$ cat src/rtl/clkdiv_calc_pkg.sv
package clkdiv_calc_pkg;

  typedef enum logic [1:0] {
    CMD_SET  = 2'd0,
    CMD_READ = 2'd1,
    CMD_OFF  = 2'd2,
    CMD_OFF2 = 2'd3
  } cmd_e;

  typedef enum logic [2:0] {
    ST_IDLE,
    ST_QUOT,
    ST_NEAR_LO,
    ST_NEAR_HI,
    ST_RATE
  } state_e;

endpackage

$ cat src/rtl/clkdiv_restoring_div.sv
module clkdiv_restoring_div #(
  parameter int W = 32
) (
  input  logic         clk_i,
  input  logic         rst_ni,
  input  logic         start_i,
  input  logic [W-1:0] dividend_i,
  input  logic [W-1:0] divisor_i,
  output logic         busy_o,
  output logic         done_o,
  output logic [W-1:0] quot_o
);
  localparam int CW = $clog2(W + 1);

  logic [W-1:0]  rem_q, quo_q, den_q;
  logic [CW-1:0] cnt_q;
  logic          busy_q, done_q;
  logic [W:0]    shifted;
  logic [W+1:0]  trial;
  logic          fits;

  always_comb begin
    shifted = {rem_q, quo_q[W-1]};
    trial   = {1'b0, shifted} - {2'b00, den_q};
    fits    = !trial[W+1];
  end

  always_ff @(posedge clk_i or negedge rst_ni) begin
    if (!rst_ni) begin
      rem_q  <= '0;
      quo_q  <= '0;
      den_q  <= '0;
      cnt_q  <= '0;
      busy_q <= 1'b0;
      done_q <= 1'b0;
    end else begin
      done_q <= 1'b0;
      if (start_i && !busy_q) begin
        rem_q  <= '0;
        quo_q  <= dividend_i;
        den_q  <= divisor_i;
        cnt_q  <= '0;
        busy_q <= 1'b1;
      end else if (busy_q) begin
        rem_q <= fits ? trial[W-1:0] : shifted[W-1:0];
        quo_q <= {quo_q[W-2:0], fits};
        cnt_q <= cnt_q + CW'(1);
        if (cnt_q == CW'(W - 1)) begin
          busy_q <= 1'b0;
          done_q <= 1'b1;
        end
      end
    end
  end

  assign busy_o = busy_q;
  assign done_o = done_q;
  assign quot_o = quo_q;

  // Remainder left below the divisor proves the quotient is the truncated one
  assert_rem_below_den_R3: assert property (@(posedge clk_i) disable iff (!rst_ni)
    done_q |-> (den_q == '0 || rem_q < den_q));

  // The controller never restarts a division in flight
  assert_no_start_busy_R2: assert property (@(posedge clk_i) disable iff (!rst_ni)
    start_i |-> !busy_q);

endmodule

$ cat src/rtl/clkdiv_nearest_pick.sv
module clkdiv_nearest_pick #(
  parameter int W = 32
) (
  input  logic [W-1:0] target_i,
  input  logic [W-1:0] out_small_div_i,
  input  logic [W-1:0] out_large_div_i,
  output logic         pick_large_o
);
  logic [W-1:0] dist_small, dist_large;

  always_comb begin
    dist_small = (target_i > out_small_div_i) ? target_i - out_small_div_i
                                              : out_small_div_i - target_i;
    dist_large = (target_i > out_large_div_i) ? target_i - out_large_div_i
                                              : out_large_div_i - target_i;
    pick_large_o = (dist_large <= dist_small);
  end

endmodule

$ cat src/rtl/clkdiv_calc.sv
module clkdiv_calc
  import clkdiv_calc_pkg::*;
#(
  parameter int FREQ_W = 32,
  parameter int FACT_W = 8
) (
  input  logic              clk_i,
  input  logic              rst_ni,
  input  logic              req_valid_i,
  output logic              req_ready_o,
  input  logic [1:0]        req_cmd_i,
  input  logic [FREQ_W-1:0] parent_freq_i,
  input  logic [FREQ_W-1:0] req_freq_i,
  output logic              done_o,
  output logic [FACT_W-1:0] factor_o,
  output logic [FREQ_W-1:0] rate_o,
  output logic              err_ovf_o,
  output logic              err_unf_o
);
  localparam logic [FREQ_W-1:0] FACT_MAX = FREQ_W'((1 << FACT_W) - 1);
  localparam logic [FACT_W-1:0] FACT_SAT = '1;

  state_e            state_q;
  logic [FREQ_W-1:0] parent_q, req_q, cand_q, out_lo_q, rate_q, div_den_q;
  logic [FACT_W-1:0] factor_q;
  logic              done_q, ovf_q, unf_q, div_start_q;
  logic              div_busy, div_done, pick_large;
  logic [FREQ_W-1:0] div_quot, chosen;
  logic              accept;
  cmd_e              cmd;

  assign cmd         = cmd_e'(req_cmd_i);
  assign req_ready_o = (state_q == ST_IDLE) && !done_q;
  assign accept      = req_valid_i && req_ready_o;

  clkdiv_restoring_div #(.W(FREQ_W)) div_i (
    .clk_i      (clk_i),
    .rst_ni     (rst_ni),
    .start_i    (div_start_q),
    .dividend_i (parent_q),
    .divisor_i  (div_den_q),
    .busy_o     (div_busy),
    .done_o     (div_done),
    .quot_o     (div_quot)
  );

  clkdiv_nearest_pick #(.W(FREQ_W)) pick_i (
    .target_i        (req_q),
    .out_small_div_i (out_lo_q),
    .out_large_div_i (div_quot),
    .pick_large_o    (pick_large)
  );

  assign chosen = pick_large ? cand_q + FREQ_W'(1) : cand_q;

  always_ff @(posedge clk_i or negedge rst_ni) begin
    if (!rst_ni) begin
      state_q     <= ST_IDLE;
      parent_q    <= '0;
      req_q       <= '0;
      cand_q      <= '0;
      out_lo_q    <= '0;
      rate_q      <= '0;
      div_den_q   <= '0;
      factor_q    <= '0;
      done_q      <= 1'b0;
      ovf_q       <= 1'b0;
      unf_q       <= 1'b0;
      div_start_q <= 1'b0;
    end else begin
      done_q      <= 1'b0;
      ovf_q       <= 1'b0;
      unf_q       <= 1'b0;
      div_start_q <= 1'b0;
      case (state_q)
        ST_IDLE: if (accept) begin
          parent_q <= parent_freq_i;
          req_q    <= req_freq_i;
          case (cmd)
            CMD_SET: begin
              if (req_freq_i == '0) begin
                done_q <= 1'b1;
                unf_q  <= 1'b1;
              end else begin
                div_den_q   <= req_freq_i;
                div_start_q <= 1'b1;
                state_q     <= ST_QUOT;
              end
            end
            CMD_READ: begin
              if (factor_q == '0) begin
                rate_q <= '0;
                done_q <= 1'b1;
              end else begin
                div_den_q   <= {{(FREQ_W-FACT_W){1'b0}}, factor_q};
                div_start_q <= 1'b1;
                state_q     <= ST_RATE;
              end
            end
            default: begin
              factor_q <= '0;
              done_q   <= 1'b1;
            end
          endcase
        end
        ST_QUOT: if (div_done) begin
          cand_q <= div_quot;
          if (div_quot == '0) begin
            unf_q   <= 1'b1;
            done_q  <= 1'b1;
            state_q <= ST_IDLE;
          end else if (div_quot > FACT_MAX) begin
            factor_q <= FACT_SAT;
            ovf_q    <= 1'b1;
            done_q   <= 1'b1;
            state_q  <= ST_IDLE;
          end else begin
            div_den_q   <= div_quot;
            div_start_q <= 1'b1;
            state_q     <= ST_NEAR_LO;
          end
        end
        ST_NEAR_LO: if (div_done) begin
          out_lo_q    <= div_quot;
          div_den_q   <= cand_q + FREQ_W'(1);
          div_start_q <= 1'b1;
          state_q     <= ST_NEAR_HI;
        end
        ST_NEAR_HI: if (div_done) begin
          if (chosen > FACT_MAX) begin
            factor_q <= FACT_SAT;
            ovf_q    <= 1'b1;
          end else begin
            factor_q <= chosen[FACT_W-1:0];
          end
          done_q  <= 1'b1;
          state_q <= ST_IDLE;
        end
        ST_RATE: if (div_done) begin
          rate_q  <= div_quot;
          done_q  <= 1'b1;
          state_q <= ST_IDLE;
        end
        default: state_q <= ST_IDLE;
      endcase
    end
  end

  assign done_o    = done_q;
  assign factor_o  = factor_q;
  assign rate_o    = rate_q;
  assign err_ovf_o = ovf_q;
  assign err_unf_o = unf_q;

  assert_done_single_R9: assert property (@(posedge clk_i) disable iff (!rst_ni)
    done_q |=> !done_q);

  assert_flag_needs_done_R9: assert property (@(posedge clk_i) disable iff (!rst_ni)
    (ovf_q || unf_q) |-> done_q);

  assert_no_overflow_R4: assert property (@(posedge clk_i) disable iff (!rst_ni)
    ovf_q |-> factor_q == FACT_SAT);

  assert_unf_keeps_factor_R5: assert property (@(posedge clk_i) disable iff (!rst_ni)
    unf_q |-> $stable(factor_q));

  assert_refused_ignored_R2: assert property (@(posedge clk_i) disable iff (!rst_ni)
    (req_valid_i && !req_ready_o) |=> $stable(req_q));

  assert_zero_req_fast_R6: assert property (@(posedge clk_i) disable iff (!rst_ni)
    (accept && cmd == CMD_SET && req_freq_i == '0) |=> (done_q && unf_q));

  assert_off_clears_R7: assert property (@(posedge clk_i) disable iff (!rst_ni)
    (accept && req_cmd_i[1]) |=> (done_q && factor_q == '0));

  assert_read_off_zero_R8: assert property (@(posedge clk_i) disable iff (!rst_ni)
    (accept && cmd == CMD_READ && factor_q == '0) |=> (done_q && rate_q == '0));

  assert_divider_idle_R2: assert property (@(posedge clk_i) disable iff (!rst_ni)
    (state_q == ST_IDLE) |-> !div_busy);

endmodule

$ cat config.mk
export PLATFORM = sky130hd
export DESIGN_NAME = clkdiv_calc
export DESIGN_NICKNAME = d
export VERILOG_FILES = /design/src/rtl/clkdiv_calc_pkg.sv /design/src/rtl/clkdiv_restoring_div.sv /design/src/rtl/clkdiv_nearest_pick.sv /design/src/rtl/clkdiv_calc.sv
export SDC_FILE = /design/constraint.sdc
export NUM_CORES = 1
export LEC_CHECK = 0
export ABC_AREA = 1
export CAP_MARGIN = 20
export CORE_AREA = 2 2 247 249
export CTS_BUF_LIST = sky130_fd_sc_hd__clkbuf_4 sky130_fd_sc_hd__clkbuf_8
export DETAILED_ROUTE_END_ITERATION = 6
export DIE_AREA = 0 0 249 251
export PLACE_DENSITY = 0.65
export SLEW_MARGIN = 20
export SYNTH_ARGS = -nofsm -noshare
export SYNTH_HDL_FRONTEND = slang
export SYNTH_SLANG_ARGS = --single-unit
$ cat constraint.sdc
create_clock -name clk_i -period 7.8 [get_ports clk_i]
set_input_delay 1.17 -clock clk_i [delete_from_list [all_inputs] [get_ports clk_i]]
set_output_delay 1.17 -clock clk_i [all_outputs]
set_load 0.01 [all_outputs]
==> metrics.txt, run 1 <==
Rel. slew slack=0.296; Final min period=5.99 ns; worst clock skew=0.0490 ns; first-pass GRT wire length=approximately 140000 um; WS Path Type=flop to flop; Vias=~24000; H-tree depth=2; post-synthesis sequential area ratio=0.320; most frequent CP cell=nand2_1; Setup crit start kind=flop; slew at the pin closest to its max-slew limit=1.05 ns; number of global-route vias before repair=between 20000 and 25000; reg-to-reg slack, setup=~1.8 ns; drt pass-1 iters=6; Congestion Overflow GR=0; Worst path max stage delay=approximately 0.7 ns; CTS tree=built; Detailed Route WL=93000 um; clk_lat worst skew=0.68 ns; final setup fails=0; Detail Placement HPWL=73400 um; Synthesized Nets=between 3000 and 4000; initial antenna violation count=2; crit path to=factor_o[7]; die height=251 um; core area=59800 um^2; Max Cap Violations=0; Tcrit/Tclk final=0.768; Resize count post-CTS=0; Fmax achieved=~170 MHz; Initial DRC Count=2468; initial core utilization=0.407; gr usage total=0.293; Die Width=between 200 and 250 um; sum of negative setup slack=0 ns; Synth Register Bits=311; Crit-path slowest cell=a21oi_1; layout cells sized above 1=0.0455; count of warnings emitted by yosys=0; share of synthesized registers carrying an async set or reset=1.00; largest net degree at the start of global routing=151; Synth cell types=between 50 and 60; Syn Std Cell Area=between 20000 and 25000 um^2; CP Capture Type=flop; Avg Cell Area, Syn=6.95 um^2; # hold bufs at CTS=0; site row count=90; critical-path maximum fanout=35; worst reg2reg startpoint=div_i.quot_o[2]; vias per cell=5.54; total CTS buffers=55; Die Area=roughly 62000 um^2; drt wl/cell=~21 um; DRT antenna net count=0; Reg2Reg Depth=30; Critical path origin=div_i.quot_o[2]; Ports=around 110; cells after synthesis=3506; port buffer count=112; Final Max Tran Viols=0; worst min path class=flop to flop; CP required=8.33 ns; status=complete, no violations; R2R Path End=factor_o[7]; synth-to-layout area growth=12.4%; clock sinks=slightly above 300; CTS clock-pin slew for the worst setup and hold paths=0.07 ns; final hold violation count=0; buffer count from post-CTS setup fixing=0; Main synth FF type=dfrtp_1; RSZ-0062 raised after global routing=false; placer congestion estimate=approximately 1; Layout Nets=3842; Post-synth EDFFs=0; Max clock buf depth=3; Arr. time, crit path=6.52 ns; Root Buffer Master=clkbuf_8; Post-route DRC=0
[cell type report]
class                           count  area (um^2)
Antenna cell                        2         5.00
Clock buffer                       78         1030
Clock inverter                     25          240
Fill cell                        6183        32400
Inverter                          484         1820
Multi-Input combinational cell   2595        14200
Sequential cell                   311         7780
Tap cell                          782          978
Timing Repair Buffer              130         1270
[through the flow]
step           setup slack [ns]  utilization  instance area [um^2]  std cells  hold slack (ns)
2_1_floorplan              3.76            -                 24400       3506            0.435
3_3_place_gp               2.16        0.436                 26100       4302            0.454
3_5_place_dp               1.98        0.436                 26100       4302            0.465
4_1_cts                    1.91        0.458                 27400       4405            0.481
5_1_grt                    1.24        0.458                 27400       4407            0.506
6_report                   1.81        0.458                 27400       4407            0.478
[cell usage after synthesis, types with 4 or more instances]
cell type | n | area (um^2)
a211oi_1 | 8 | 60.1
a21boi_0 | 12 | 90.1
a21o_1 | 12 | 90.1
a21oi_1 | 273 | 1370
a31oi_1 | 22 | 138
buf_2 | 26 | 130
buf_4 | 8 | 60.1
clkbuf_1 | 67 | 251
clkbuf_2 | 9 | 45.0
clkinv_1 | 5 | 18.8
dfrtp_1 | 311 | 7780
fa_1 | 5 | 100
ha_1 | 191 | 2390
inv_1 | 471 | 1770
inv_2 | 5 | 18.8
mux2i_1 | 5 | 50.1
nand2_1 | 886 | 3330
nand3_1 | 143 | 716
nand3b_1 | 4 | 30.0
nand4_1 | 26 | 163
nor2_1 | 266 | 998
nor2_2 | 10 | 62.6
nor3_1 | 37 | 185
nor4_1 | 21 | 131
o211ai_1 | 24 | 180
o21a_1 | 12 | 90.1
o21ai_0 | 359 | 1800
o21ai_1 | 25 | 125
o21bai_1 | 17 | 128
o221ai_1 | 42 | 368
o22ai_1 | 25 | 156
or2_2 | 10 | 62.6
xnor2_1 | 24 | 210
xor2_1 | 110 | 963
[placed cells by master (no fill, tap or decap), types with 5 or more instances in the layout]
cell             Yosys  layout
mux2i_1              5       5
a31oi_1             22      22
o22ai_1             25      25
fa_1                 5       5
clkbuf_4             0       7
a21boi_0            12      12
xor2_1             110     110
nor3_1              37      37
a21o_1              12      12
nor2_2              10      12
dfrtp_1            311     311
nand2_1            886     885
xnor2_1             24      24
buf_4                8      17
a211oi_1             8       8
o21bai_1            17      17
ha_1               191     191
nor4_1              21      21
o21ai_0            359     359
clkdlybuf4s50_1      0     111
o21a_1              12      12
nand3_1            143     142
o211ai_1            24      24
nor2_1             266     264
inv_1              471     471
or2_2               10      10
a21oi_1            273     273
nand4_1             26      26
clkinv_2             1      18
o221ai_1            42      42
clkinv_1             5       5
inv_2                5       5
o21ai_1             25      25
clkbuf_8             0      71
[worst min-delay path by stage]
stage,startpoint,end,slack (ns),cells after the start
after floorplan,div_i.cnt_q[5],div_i.done_o,0.44,1
after global placement,div_i.cnt_q[5],div_i.done_o,0.45,1
after detailed placement,div_i.cnt_q[5],div_i.done_o,0.46,1
after CTS,div_i.cnt_q[5],div_i.done_o,0.48,1
after global routing,div_i.den_q[22],div_i.den_q[22],0.51,2
final,parent_q[28],parent_q[28],0.48,2
[state kept, by name, indices dropped and copies added (netlist names)]
name          cells
cand_q           32
out_lo_q         32
div_i.den_q      32
div_start_q       1
state_q           3
err_ovf_o         1
div_den_q        32
req_q            32
rate_o           32
parent_q         32
div_i.rem_q      32
done_o            1
err_unf_o         1
div_i.cnt_q       6
div_i.busy_o      1
div_i.quot_o     32
div_i.done_o      1
factor_o          8
[metal layers]
metal / routed length (um) / global-route usage
met2: 38600 / 0.432
met3: 7990 / 0.0547
met1: 42700 / 0.423
met5: 18 / 0
met4: 3640 / 0.112
[cells by family (layout without fill, tap and decap cells)]
group,count (synthesis),count (layout),synth area share
buffers and inverters,600,717,0.0967
multiplexers,5,5,0.00206
flip-flops,311,311,0.320
other,0,2,0
AO/OA/AOI/OAI,846,846,0.195
AND/OR/NAND/NOR,1414,1414,0.237
adder cells (fa/ha/maj),196,196,0.102
XOR/XNOR,134,134,0.0482
[worst max-delay path, delay by kind of cell (launching register included)]
family                   cells  cell delay (ns)
adder cells (fa/ha/maj)      2             0.74
AO/OA/AOI/OAI                2             0.90
buffers and inverters        5             0.83
flip-flops                   1             0.48
AND/OR/NAND/NOR             21             2.84
Power of run 1 is left out: the tool's default activity adds up to more than one toggle a clock period on the data nets, which glitch-free logic cannot reach.
==> run 2, diff against run 1 <==
--- a/config.mk
+++ b/config.mk
@@ -11,7 +11,7 @@
 export CTS_BUF_LIST = sky130_fd_sc_hd__clkbuf_4 sky130_fd_sc_hd__clkbuf_8
 export DETAILED_ROUTE_END_ITERATION = 6
 export DIE_AREA = 0 0 249 251
-export PLACE_DENSITY = 0.65
+export PLACE_DENSITY = 0.67
 export SLEW_MARGIN = 20
 export SYNTH_ARGS = -nofsm -noshare
 export SYNTH_HDL_FRONTEND = slang
==> constraint.sdc (replaced) <==
create_clock -name clk_i -period 5.4 [get_ports clk_i]
set_input_delay 0.81 -clock clk_i [delete_from_list [all_inputs] [get_ports clk_i]]
set_output_delay 0.81 -clock clk_i [all_outputs]
set_load 0.01 [all_outputs]
==> run 2 against run 1 <==
- flip-flop and latch count unchanged
- sequential share of layout area decreased by 0.15 points
- critical path depth stayed put
- largest cell class unchanged
==> metrics.txt, run 2 (synthesis gave the netlist of run 1 again) <==
Worst path max stage delay=0.51 ns; die height=251 um; drt wl/cell=just over 20 um; sum of negative setup slack=0 ns; vias per cell=approximately 5.5; placer congestion estimate=1.00; slew at the pin closest to its max-slew limit=0.997 ns; Vias=24400; routed wl met2=37800 um; CTS tree=built; most frequent CP cell=nand2_1; Root Buffer Master=clkbuf_8; DRT antenna net count=0; Initial DRC Count=2598; initial antenna violation count=2; DP Worst Slack=0.313 ns; Multi-input gate area=14300 um^2; filler instances=6190; first-pass GRT wire length=139000 um; largest net degree at the start of global routing=127; H-tree depth=2; port buffer count=about 110; Layout Nets=roughly 3900; Crit-path slowest cell=dfrtp_1; critical-path maximum fanout=13; drt pass-1 iters=6; Detail Placement HPWL=72800 um; Fmax achieved=194 MHz; Die Width=249 um; Post-route DRC=0; buffer count from post-CTS setup fixing=0; CTS clock-pin slew for the worst setup and hold paths=0.06 ns; final setup fails=0; # diodes=0; post-layout util=0.460; gr usage total=0.288; uppermost layer routed=met5; clk_lat worst skew=0.66 ns; Max Cap Violations=0; Tcrit/Tclk final=0.953; Arr. time, crit path=5.68 ns; total CTS buffers=53; met3 wire len=8170 um; Register Area=7780 um^2; synth-to-layout area growth=13.0%; Cells after DPL=4340; Final min period=5.15 ns; Ports=113; worst min path class=input port to async pin; most frequent cells in the layout=nand2_1 (885), inv_1 (471), o21ai_0 (359); CP Capture Type=flop; Final Worst Setup Slack=0.253 ns; status=complete, no violations; Final Non-Filler Cells=around 4400; site row count=90; initial core utilization=0.407; Final Max Tran Viols=0; Setup crit start kind=flop; core area=59800 um^2; Congestion Overflow GR=0; Rel. slew slack=0.335; WS Path Type=flop to flop; Die Area=62500 um^2; Max clock buf depth=3; most common cell after layout, fill and taps aside=nand2_1; CP required=5.94 ns; layout cells sized above 1=0.0559; number of global-route vias before repair=~23000; final hold violation count=0; WL met1=41900 um; worst clock skew=0.0292 ns; clock sinks=311; Detailed Route WL=91700 um
run 2: cell types whose count changed in the layout (fill, tap and decap cells not counted), moves of 2 or more:
cell | previous run | this run
bufinv_16 | 4 | 1
dfrtp_2 | 0 | 2
inv_6 | 0 | 3
diode_2 | 2 | 0
ha_2 | 0 | 6
buf_4 | 17 | 53
ha_1 | 191 | 185
clkinv_2 | 18 | 10
dfrtp_1 | 311 | 309
clkbuf_8 | 71 | 62
clkbuf_4 | 7 | 18
run 2: final timing paths:
path | from | cells past startpoint | slack, ns | endpoint
setup / recovery | div_i.quot_o[0] | 30 | 0.25 | factor_o[7]
hold / removal | rst_ni | 1 | 0.20 | out_lo_q[28]
setup reg to reg | div_i.quot_o[0] | 30 | 0.25 | factor_o[7]
hold reg to reg | parent_q[5] | 2 | 0.48 | parent_q[5]
max in group asynchronous | rst_ni | 2 | 3.90 | div_i.quot_o[3]
min in group clk_i | parent_q[5] | 2 | 0.48 | parent_q[5]
run 2: metal layers:
layer,track usage,up-vias
met5,0,-
met2,0.417,1111
met1,0.411,11400
met4,0.121,4
li1,-,11700
met3,0.0648,178
run 2: cell type report:
cell class | count | area share
Multi-Input combinational cell | 2595 | 0.518
Clock buffer | 80 | 0.0359
Clock inverter | 14 | 0.00395
Sequential cell | 311 | 0.283
Inverter | 484 | 0.0663
Tap cell | 782 | 0.0355
Timing Repair Buffer | 168 | 0.0572
run 2: what timing repair did:
action	CTS	global route
setup endpoints to repair	0	9
hold endpoints to repair	0	0
hold buffers	0	0
resized for setup	0	12
run 2: worst max-delay path, delay by kind of cell, from the launching register on:
kind                     cells  cell delay (ns)
AND/OR/NAND/NOR             21             2.65
flip-flops                   1             0.51
adder cells (fa/ha/maj)      3             0.97
AO/OA/AOI/OAI                2             0.32
buffers and inverters        4             0.56
run 2: stage by stage:
step	hold WS (ns)	cell area, um^2
final	0.200	27500
after global routing	0.263	27500
after floorplan	0.435	24400
after global placement	0.462	26400
after detailed placement	0.465	26400
after CTS	0.246	27500
Power of run 2 is left out for the same reason.
==> run 3, diff against run 2 <==
--- a/config.mk
+++ b/config.mk
@@ -11,7 +11,8 @@
 export CTS_BUF_LIST = sky130_fd_sc_hd__clkbuf_4 sky130_fd_sc_hd__clkbuf_8
 export DETAILED_ROUTE_END_ITERATION = 6
 export DIE_AREA = 0 0 249 251
-export PLACE_DENSITY = 0.67
+export DONT_BUFFER_PORTS = 1
+export PLACE_DENSITY = 0.64
 export SLEW_MARGIN = 20
 export SYNTH_ARGS = -nofsm -noshare
 export SYNTH_HDL_FRONTEND = slang
==> run 3 against run 2 <==
- the flow now finishes with violations (negative hold slack)
- worst hold slack worse by 0.34 ns
- setup slack gained 0.11 ns
- fmax rose by 2.3%
- non-clock buffer count decreased by 114
- via count shrank 1.3%
- critical path type unchanged
==> metrics.txt, run 3 (synthesis gave the netlist of run 1 again) <==
status=finished with violations; failing checks=negative hold slack; Post-route DRC=0; buffers plus inverters on the worst setup path=4; layout cells sized above 1=0.0559; Final Max Tran Viols=0; Die Area=62500 um^2; site row count=90; initial antenna violation count=1; CP top delay family=simple AND/OR/NAND/NOR gates; H-tree depth=2; Register Area=slightly below 8000 um^2; placer congestion estimate=0.992; final setup fails=0; hold slack=-0.137 ns; core area=59800 um^2; WS Path Type=flop to flop; drt wl/cell=21.2 um; CP Capture Type=flop; Multi-input gate area=14300 um^2; total CTS buffers=54; CP required=5.93 ns; Setup crit start kind=flop; Crit-path slowest cell=dfrtp_1; die height=251 um; sum of negative setup slack=0 ns; Layout Nets=3765; most common cell after layout, fill and taps aside=nand2_1; Ports=113; Detail Placement HPWL=72800 um; Fmax achieved=199 MHz; initial core utilization=0.407; Rel. slew slack=0.183; Max Cap Violations=0; Max clock buf depth=3; RSZ-0062 raised after global routing=false; Final Non-Filler Cells=4323; port buffer count=0; clk_lat worst skew=between 0.6 and 0.7 ns; Congestion Overflow GR=0; Die Width=around 250 um; largest net degree at the start of global routing=312; DRT antenna net count=0; synth-to-layout area growth=8.51%; Worst path max stage delay=0.52 ns; slew at the pin closest to its max-slew limit=1.23 ns; vias per cell=about 5.6; CTS tree=built; drt pass-1 iters=6; first-pass GRT wire length=140000 um; clock sinks=311; worst min path class=input port to async pin; filler instances=around 6300; CTS clock-pin slew for the worst setup and hold paths=0.06 ns; critical-path maximum fanout=20; most frequent cells in the layout=nand2_1 (885), inv_1 (471), o21ai_0 (358); Arr. time, crit path=5.57 ns; Initial DRC Count=2797; worst clock skew=0.0296 ns; Root Buffer Master=clkbuf_8; number of global-route vias before repair=22500; # diodes=0; most frequent CP cell=nand2_1; Final min period=5.03 ns; Cells after DPL=4226; Tcrit/Tclk final=0.932; final hold violation count=60; gr usage total=0.289; Detailed Route WL=91800 um; Vias=24100
[run 3: area by class of cell]
cell class	count	area share
clock buffers	84	0.0390
clock inverters	13	0.00554
repair buffers	54	0.0153
well taps	782	0.0370
flip-flops and latches	311	0.295
inverters	484	0.0692
multi-input cells	2595	0.539
[run 3: worst paths after layout]
check	startpoint	end	slack (ns)	cells after the start
worst max-delay path	div_i.quot_o[0]	factor_o[4]	0.37	31
worst min-delay path	rst_ni	out_lo_q[31]	-0.14	0
worst max register to register	div_i.quot_o[0]	factor_o[4]	0.37	31
worst min register to register	parent_q[9]	parent_q[9]	0.48	2
max in group asynchronous	rst_ni	div_i.quot_o[6]	4.49	0
min in group clk_i	parent_freq_i[11]	parent_q[11]	0.26	2
[run 3: layer usage]
metal / part of all wire / wire length, um / global-route usage
met4: 0.035 / 3240 / 0.0992
met5: 0.00014 / 13 / 0
met1: 0.46 / 42200 / 0.419
met2: 0.42 / 38300 / 0.426
met3: 0.088 / 8110 / 0.0610
[run 3: per-stage QoR]
stage / hold WS (ns) / worst slack, ns / util / area [um^2]
global placement: 0.461 / 0.233 / 0.422 / 25200
floorplan: 0.435 / 1.36 / - / 24400
finish: -0.137 / 0.366 / 0.442 / 26400
global route: -0.157 / 0.0232 / 0.442 / 26400
CTS: -0.162 / 0.197 / 0.442 / 26400
detailed placement: 0.467 / 0.216 / 0.422 / 25200
[run 3: repair_timing]
action	CTS	global route
hold endpoints to repair	311	226
setup endpoints to repair	0	9
buffers inserted	0	0
gates resized for setup	0	8
Power of run 3 is left out for the same reason.
